`config.mk`:
```
export PLATFORM = sky130hd
export DESIGN_NAME = ptr_regbank
export DESIGN_NICKNAME = d
export VERILOG_FILES = /design/src/rtl/ptr_pkg.sv /design/src/rtl/ptr_sync.sv /design/src/rtl/ptr_edge_cnt.sv /design/src/rtl/ptr_bus_ack.sv /design/src/rtl/ptr_regbank.sv
export SDC_FILE = /design/constraint.sdc
export NUM_CORES = 2
export LEC_CHECK = 0
export ABC_AREA = 0
export BUFFER_PORTS_ARGS = -buffer_cell sky130_fd_sc_hd__buf_4
export CAP_MARGIN = 10
export CORE_MARGIN = 3
export CORE_UTILIZATION = 45
export CTS_CLUSTER_DIAMETER = 150
export DETAILED_ROUTE_END_ITERATION = 10
export PLACE_DENSITY = 0.72
export SLEW_MARGIN = 10
export SYNTH_ARGS = -nofsm -noshare
export SYNTH_HDL_FRONTEND = slang
export SYNTH_HIERARCHICAL = 1
export SYNTH_SLANG_ARGS = --single-unit
export TNS_END_PERCENT = 30
```
`constraint.sdc`:
```
create_clock -name clk_i -period 2.5 [get_ports clk_i]
set_clock_uncertainty 0.15 [all_clocks]
set_input_delay 0.5 -clock clk_i [delete_from_list [all_inputs] [get_ports clk_i]]
set_output_delay 0.5 -clock clk_i [all_outputs]
set_load 0.01 [all_outputs]
```
`src/rtl/ptr_pkg.sv`:
```
package ptr_pkg;
  localparam logic [31:0] ID_WORD   = 32'h5442_4C4F;
  localparam logic [31:0] STAT_WORD = 32'h0000_00FF;
  // Word indices (byte address / 4)
  localparam int W_ID   = 'h000;
  localparam int W_STAT = 'h001;
  localparam int W_CNT0 = 'h040;
  localparam int W_CLR  = 'h04C;
  localparam int W_EN   = 'h080;
  localparam int W_PAR0 = 'h081;
  localparam int NGRP   = 3;   // delay, width, period
endpackage

```
`src/rtl/ptr_sync.sv`:
```
module ptr_sync #(
  parameter int N = 2
) (
  input  logic clk_i,
  input  logic rst_ni,
  input  logic d_i,
  output logic q_o
);
  logic [N-1:0] sh_q, sh_d;

  always_comb sh_d = {sh_q[N-2:0], d_i};

  always_ff @(posedge clk_i or negedge rst_ni) begin
    if (!rst_ni) sh_q <= '0;
    else         sh_q <= sh_d;
  end

  assign q_o = sh_q[N-1];
endmodule

```
`src/rtl/ptr_edge_cnt.sv`:
```
module ptr_edge_cnt #(
  parameter int CNT_W  = 32,
  parameter int SYNC_N = 2
) (
  input  logic             clk_i,
  input  logic             rst_ni,
  input  logic             line_i,
  input  logic             clr_i,
  output logic [CNT_W-1:0] cnt_o
);
  logic             line_s, prev_q, rise;
  logic [CNT_W-1:0] cnt_q, cnt_d;
  logic             cnt_en;

  ptr_sync #(.N(SYNC_N)) u_sync (
    .clk_i (clk_i),
    .rst_ni(rst_ni),
    .d_i   (line_i),
    .q_o   (line_s)
  );

  assign rise   = line_s & ~prev_q;
  assign cnt_en = clr_i | rise;

  always_comb begin
    if (clr_i) cnt_d = '0;               // clear wins over a coincident edge
    else       cnt_d = cnt_q + 1'b1;     // silent wrap
  end

  always_ff @(posedge clk_i or negedge rst_ni) begin
    if (!rst_ni) prev_q <= 1'b0;
    else         prev_q <= line_s;
  end

  always_ff @(posedge clk_i or negedge rst_ni) begin
    if (!rst_ni)     cnt_q <= '0;
    else if (cnt_en) cnt_q <= cnt_d;
  end

  assign cnt_o = cnt_q;
endmodule

```
`src/rtl/ptr_bus_ack.sv`:
```
module ptr_bus_ack #(
  parameter int DW = 32
) (
  input  logic          clk_i,
  input  logic          rst_ni,
  input  logic          req_i,
  input  logic [DW-1:0] rd_i,
  output logic          ack_o,
  output logic [DW-1:0] dat_o
);
  logic          ack_q, ack_d;
  logic [DW-1:0] dat_q;

  assign ack_d = req_i & ~ack_q;

  always_ff @(posedge clk_i or negedge rst_ni) begin
    if (!rst_ni) ack_q <= 1'b0;
    else         ack_q <= ack_d;
  end

  always_ff @(posedge clk_i or negedge rst_ni) begin
    if (!rst_ni)    dat_q <= '0;
    else if (ack_d) dat_q <= rd_i;
  end

  assign ack_o = ack_q;
  assign dat_o = dat_q;
endmodule

```
`src/rtl/ptr_regbank.sv`:
```
module ptr_regbank
  import ptr_pkg::*;
#(
  parameter int AW     = 12,
  parameter int DW     = 32,
  parameter int NCH    = 6,
  parameter int CNT_W  = 32,
  parameter int PAR_W  = 32,
  parameter int SYNC_N = 2
) (
  input  logic               clk_i,
  input  logic               rst_ni,
  input  logic               wb_cyc_i,
  input  logic               wb_stb_i,
  input  logic               wb_we_i,
  input  logic [AW-1:0]      wb_adr_i,
  input  logic [DW-1:0]      wb_dat_i,
  output logic [DW-1:0]      wb_dat_o,
  output logic               wb_ack_o,
  input  logic [NCH-1:0]     pin_i,
  input  logic [NCH-1:0]     pout_i,
  output logic [NCH-1:0]     ch_en_o,
  output logic [NCH*PAR_W-1:0] dly_o,
  output logic [NCH*PAR_W-1:0] wid_o,
  output logic [NCH*PAR_W-1:0] per_o
);
  localparam int WA   = AW - 2;
  localparam int NCNT = 2 * NCH;
  localparam logic [WA-1:0] A_ID   = WA'(W_ID);
  localparam logic [WA-1:0] A_STAT = WA'(W_STAT);
  localparam logic [WA-1:0] A_CLR  = WA'(W_CLR);
  localparam logic [WA-1:0] A_EN   = WA'(W_EN);

  logic [WA-1:0]    word;
  logic             req, wr_go;
  logic             unused_adr;
  logic             clr_q, clr_d, clr_we;
  logic [NCH-1:0]   en_q, en_d;
  logic             en_we;
  logic [PAR_W-1:0] par_q [NGRP][NCH];
  logic [PAR_W-1:0] par_d [NGRP][NCH];
  logic [CNT_W-1:0] cnt   [NCNT];
  logic             cnt_nz;
  logic [DW-1:0]    rd_d;

  assign word       = wb_adr_i[AW-1:2];
  assign unused_adr = ^wb_adr_i[1:0];
  assign req        = wb_cyc_i & wb_stb_i;
  assign wr_go      = req & wb_we_i & ~wb_ack_o;

  // Control register next state
  assign clr_we = wr_go & (word == A_CLR);
  assign en_we  = wr_go & (word == A_EN);
  assign clr_d  = wb_dat_i[0];
  assign en_d   = wb_dat_i[NCH-1:0];

  always_ff @(posedge clk_i or negedge rst_ni) begin
    if (!rst_ni)     clr_q <= 1'b0;
    else if (clr_we) clr_q <= clr_d;
  end

  always_ff @(posedge clk_i or negedge rst_ni) begin
    if (!rst_ni)    en_q <= '0;
    else if (en_we) en_q <= en_d;
  end

  // Parameter registers: next state
  always_comb begin
    for (int g = 0; g < NGRP; g++)
      for (int c = 0; c < NCH; c++) begin
        par_d[g][c] = par_q[g][c];
        if (wr_go && word == WA'(W_PAR0 + g*NCH + c))
          par_d[g][c] = wb_dat_i[PAR_W-1:0];
      end
  end

  always_ff @(posedge clk_i or negedge rst_ni) begin
    if (!rst_ni) begin
      for (int g = 0; g < NGRP; g++)
        for (int c = 0; c < NCH; c++) par_q[g][c] <= '0;
    end else begin
      par_q <= par_d;
    end
  end

  // Edge counters: even slot = input line, odd slot = output line
  for (genvar c = 0; c < NCH; c++) begin : g_ch
    ptr_edge_cnt #(.CNT_W(CNT_W), .SYNC_N(SYNC_N)) u_cnt_in (
      .clk_i (clk_i),
      .rst_ni(rst_ni),
      .line_i(pin_i[c]),
      .clr_i (clr_q),
      .cnt_o (cnt[2*c])
    );
    ptr_edge_cnt #(.CNT_W(CNT_W), .SYNC_N(SYNC_N)) u_cnt_out (
      .clk_i (clk_i),
      .rst_ni(rst_ni),
      .line_i(pout_i[c]),
      .clr_i (clr_q),
      .cnt_o (cnt[2*c+1])
    );
    assign dly_o[c*PAR_W +: PAR_W] = par_q[0][c];
    assign wid_o[c*PAR_W +: PAR_W] = par_q[1][c];
    assign per_o[c*PAR_W +: PAR_W] = par_q[2][c];
  end

  always_comb begin
    cnt_nz = 1'b0;
    for (int i = 0; i < NCNT; i++) cnt_nz = cnt_nz | (|cnt[i]);
  end

  // Read mux
  always_comb begin
    rd_d = '0;
    if (word == A_ID)   rd_d = DW'(ID_WORD);
    if (word == A_STAT) rd_d = DW'(STAT_WORD);
    if (word == A_CLR)  rd_d = DW'(clr_q);
    if (word == A_EN)   rd_d = DW'(en_q);
    for (int i = 0; i < NCNT; i++)
      if (word == WA'(W_CNT0 + i)) rd_d = DW'(cnt[i]);
    for (int g = 0; g < NGRP; g++)
      for (int c = 0; c < NCH; c++)
        if (word == WA'(W_PAR0 + g*NCH + c)) rd_d = DW'(par_q[g][c]);
  end

  ptr_bus_ack #(.DW(DW)) u_ack (
    .clk_i (clk_i),
    .rst_ni(rst_ni),
    .req_i (req),
    .rd_i  (rd_d),
    .ack_o (wb_ack_o),
    .dat_o (wb_dat_o)
  );

  assign ch_en_o = en_q;
endmodule

```
==> metrics.md <==
| Metric | Value |
|---|---|
| Status | complete, but fails checks |
| Violated checks | setup timing |
| Most common cell in the netlist | dfrtp_1 |
| #FFs+latches synth | 1036 |
| Initial Util | 45.4% |
| Post-layout nets | 6200 |
| Initial antenna violation count | 17 |
| Num rows | 124 |
| Iteration count of the initial detailed-routing pass | 9 |
| Avg WL per Cell | 35.5 um |
| Mean area per synthesized cell | between 10 and 15 um^2 |
| Max frequency | 383 MHz |
| DIE AREA | 0.120 mm^2 |
| Global-route wire length before repair | 380000 um |
| Synth area leaders | dfrtp_1, mux2_2, a21oi_1, or4_1, o31ai_1 |
| Residual DRC count | 0 |
| CP cell instances | buf_12, or4b_4, buf_12, nor3_4, buf_4, nand2_2, o22ai_4, or3_1, nor3_1, a221o_1, mux2_4 |
| Slew Limit Fails | 0 |
| Num CTS Buffers | 111 |
| Largest net degree at the start of global routing | about 170 |
| Total grt overflow | 0 |
| Slowest stage delay, CP | 560 ps |
| Area occupied by multi-input gates | between 0.02 and 0.03 mm^2 |
| Via Count | 53000 |
| Netlist Area Pre-Place | 0.0520 mm^2 |
| Clock period minus worst slack | around 2600 ps |
| Syn_nets | 4866 |
| GRT busiest layer | met2 |
| CTS clk-pin slew, worst paths | 60 ps |
| Fillers | 9187 |
| CTS tree | done |
| Power Total | 39.8 mW |
| Worst slew margin | 38.5% |
| Top_reg_cell synth | dfrtp_1 |
| Core Area | around 0.11 mm^2 |
| Clock Sinks | 1036 |
| Non-filler instance count after layout | roughly 7700 |
| Synth top area share | 49.8% |
| Global Route met3 Usage | 15.8% |
| Inst Count DP | 7470 |
| Worst Path Buf+Inv | 3 |
| Die H | 346 um |
| Max-Cap Viols | 0 |
| Setup CP Type | in -> reg |
| Vias in the first global route | roughly 50000 |
| Sequential share of the synthesized area | 49.8% |
| CP arrival | 3070 ps |
| Critical path peak fanout | 5 |
| H-tree Lvls | 3 |
| Critical path's most frequent cell | buf_12 |
| Worst min path class | in -> reg |
| Drt total wl | ~270000 um |
| Routability Congestion | around 1.1 |
| EDFF count, synth | 0 |
| Post-DR vias/cell | 6.84 |
| Post-synth ARST share | 100% |
| Boundary Pins | 676 |
| Total GRT Usage | 44.1% |
| Synth unique cells | 94 |
| Met1 Usage GRT | 55.8% |
| Final hold vios | 0 |
| DR iter-0 viols | 8159 |
| Clk buf depth | 3 |
| Tightest Pin Transition | 923 ps |
| Setup TNS | -850 ps |
| Cell family with most CP delay | simple AND/OR/NAND/NOR gates |
| Startpoint Class | input pin |
| Final setup viols | 27 |
| CP required | 2960 ps |
| Critical path's slowest cell | or4b_4 |
| PortBufs | 673 |
| Met2 Use GR | 62.4% |
| Die X | 346 um |
| RSZ-0062 raised after global routing | yes |
| Leakage power | 33.7 nW |
| ANT nets after route | 0 |
| Post-synth top cells | dfrtp_1, mux2_2, a21oi_1, nor2_1, nand2_1 |
| Syn-to-layout area delta | 37.2% |
| Fraction of layout cells with a size suffix above 1 | between 40 and 50% |
| FF/Latch Area | 0.0259 mm^2 |
| Area leader, netlist | dfrtp_1 |
| Final HPWL DP | 210000 um |
| Clock Latency Late Sink | ~780 ps |
| Maximum VDD drop | 657 uV |
| Crit. End Element | flop |
| Mapped Cells | 4793 |
| Setup ws final | -112 ps |
| Fin crit share | 104% |
| Power Density | 557 mW/mm^2 |
| CTS root buffer | clkbuf_16 |
| Total number of yosys warnings | 6 |
==> registers in the layout, summed over array words and instances, names as in the netlist <==
name,count
g_ch.u_cnt_in/u_sync/sh_q,12
per_o,192
clr_q,1
g_ch.u_cnt_out/prev_q,6
g_ch.u_cnt_in/cnt_o,192
g_ch.u_cnt_out/u_sync/sh_q,12
u_ack/dat_o,32
ch_en_o,6
g_ch.u_cnt_in/prev_q,6
u_ack/ack_o,1
dly_o,192
wid_o,192
g_ch.u_cnt_out/cnt_o,192
==> kinds of logic (layout without fill, tap and decap cells) <==
logic type | count (synthesis) | in the layout | synth area share, %
other cells | 0 | 11 | 0
xor+xnor | 121 | 121 | 2.04
fa+ha+maj | 12 | 12 | 0.289
simple gates | 1386 | 1387 | 15.1
buf+inv | 396 | 1823 | 3.41
mux | 666 | 666 | 14.5
compound gates | 1176 | 1176 | 14.8
flops | 1036 | 1036 | 49.8
==> layout by cell type, fill, tap and decap left out, types with 19 or more instances in the layout <==
| cell type | count |
|---|---|
| nor2_1 | 237 |
| nor2b_1 | 25 |
| nor3_1 | 65 |
| o31ai_1 | 135 |
| xnor2_1 | 73 |
| and3_1 | 19 |
| o21ai_0 | 99 |
| clkinv_2 | 25 |
| nand2_2 | 19 |
| and4_1 | 37 |
| clkbuf_16 | 113 |
| a221oi_1 | 28 |
| buf_4 | 1367 |
| o21ai_1 | 105 |
| o22ai_1 | 80 |
| o221ai_1 | 29 |
| nand2_1 | 217 |
| xor2_1 | 48 |
| or4_1 | 160 |
| nand3_1 | 172 |
| mux2_4 | 65 |
| mux2_2 | 555 |
| nand4_1 | 102 |
| inv_1 | 58 |
| clkbuf_8 | 33 |
| mux2i_1 | 42 |
| dfrtp_1 | 1018 |
| or3_1 | 118 |
| a22oi_1 | 70 |
| buf_12 | 109 |
| nand2b_1 | 23 |
| buf_6 | 55 |
| a222oi_1 | 36 |
| a21oi_1 | 323 |
==> metrics by stage <==
step	setup slack [ps]	utilization, %	instance area (um^2)	hold WS (ps)
finish	-112	62.3	71400	34.1
floorplan	-384	-	52900	54.4
detailed placement	-1110	57.2	65500	187
CTS	-56.1	61.4	70300	8.15
global route	-122	62.3	71300	33.2
global placement	-1130	57.2	65500	183
==> layout make-up <==
cell class,instances,area share (%)
inverter,59,0.310
tap,1512,2.65
timing repair buffer,1557,18.8
clock inverter,45,0.850
antenna,11,0.0386
clock buffer,162,4.62
multi-input combinational,3362,36.4
sequential,1036,36.4
==> power breakdown <==
| group | leakage [nW] | internal (mW) | switching, mW |
|---|---|---|---|
| sequential | 14.3 | 17.3 | 0.772 |
| clock | 1.93 | 10.0 | 7.54 |
| combinational | 17.5 | 1.60 | 2.48 |
==> layer usage <==
layer | wire length, um | vias up | part of all wire [%]
met4 | 26200 | 10 | 9.5
met5 | 76 | - | 0.028
met1 | 96700 | 26300 | 35
met3 | 39700 | 1204 | 14
met2 | 112000 | 4430 | 41
li1 | - | 21000 | -
==> final timing paths <==
path                                                             from                                          to  slack [ps]  depth (start not counted)
min reg2reg                g_ch[1].u_cnt_out/u_sync/sh_q[0]$_DFF_PN0_  g_ch[1].u_cnt_out/u_sync/sh_q[1]$_DFF_PN0_         200                          0
min in group asynchronous                                      rst_ni                       dly_o[31]$_DFFE_PN0P_         220                          3
max reg2reg                    g_ch[0].u_cnt_in/cnt_o[16]$_DFFE_PN0P_                 u_ack/dat_o[16]$_DFFE_PN0P_         -50                          9
max                                                       wb_adr_i[6]                 u_ack/dat_o[24]$_DFFE_PN0P_        -110                         11
max in group asynchronous                                      rst_ni                       per_o[85]$_DFFE_PN0P_        1050                          3
min                                                       wb_dat_i[3]                       wid_o[35]$_DFFE_PN0P_          30                          2
==> timing repair <==
| action | CTS | global route |
|---|---|---|
| setup buffers | 23 | 19 |
| resized for setup | 119 | 202 |
| gates cloned | 0 | 3 |
| hold endpoints to repair | 626 | 0 |
| endpoints found under the setup margin | 70 | 120 |
| hold buffers | 17 | 0 |
| pin swaps | 35 | 70 |
No activity file was read; power rests on OpenSTA's default activity.
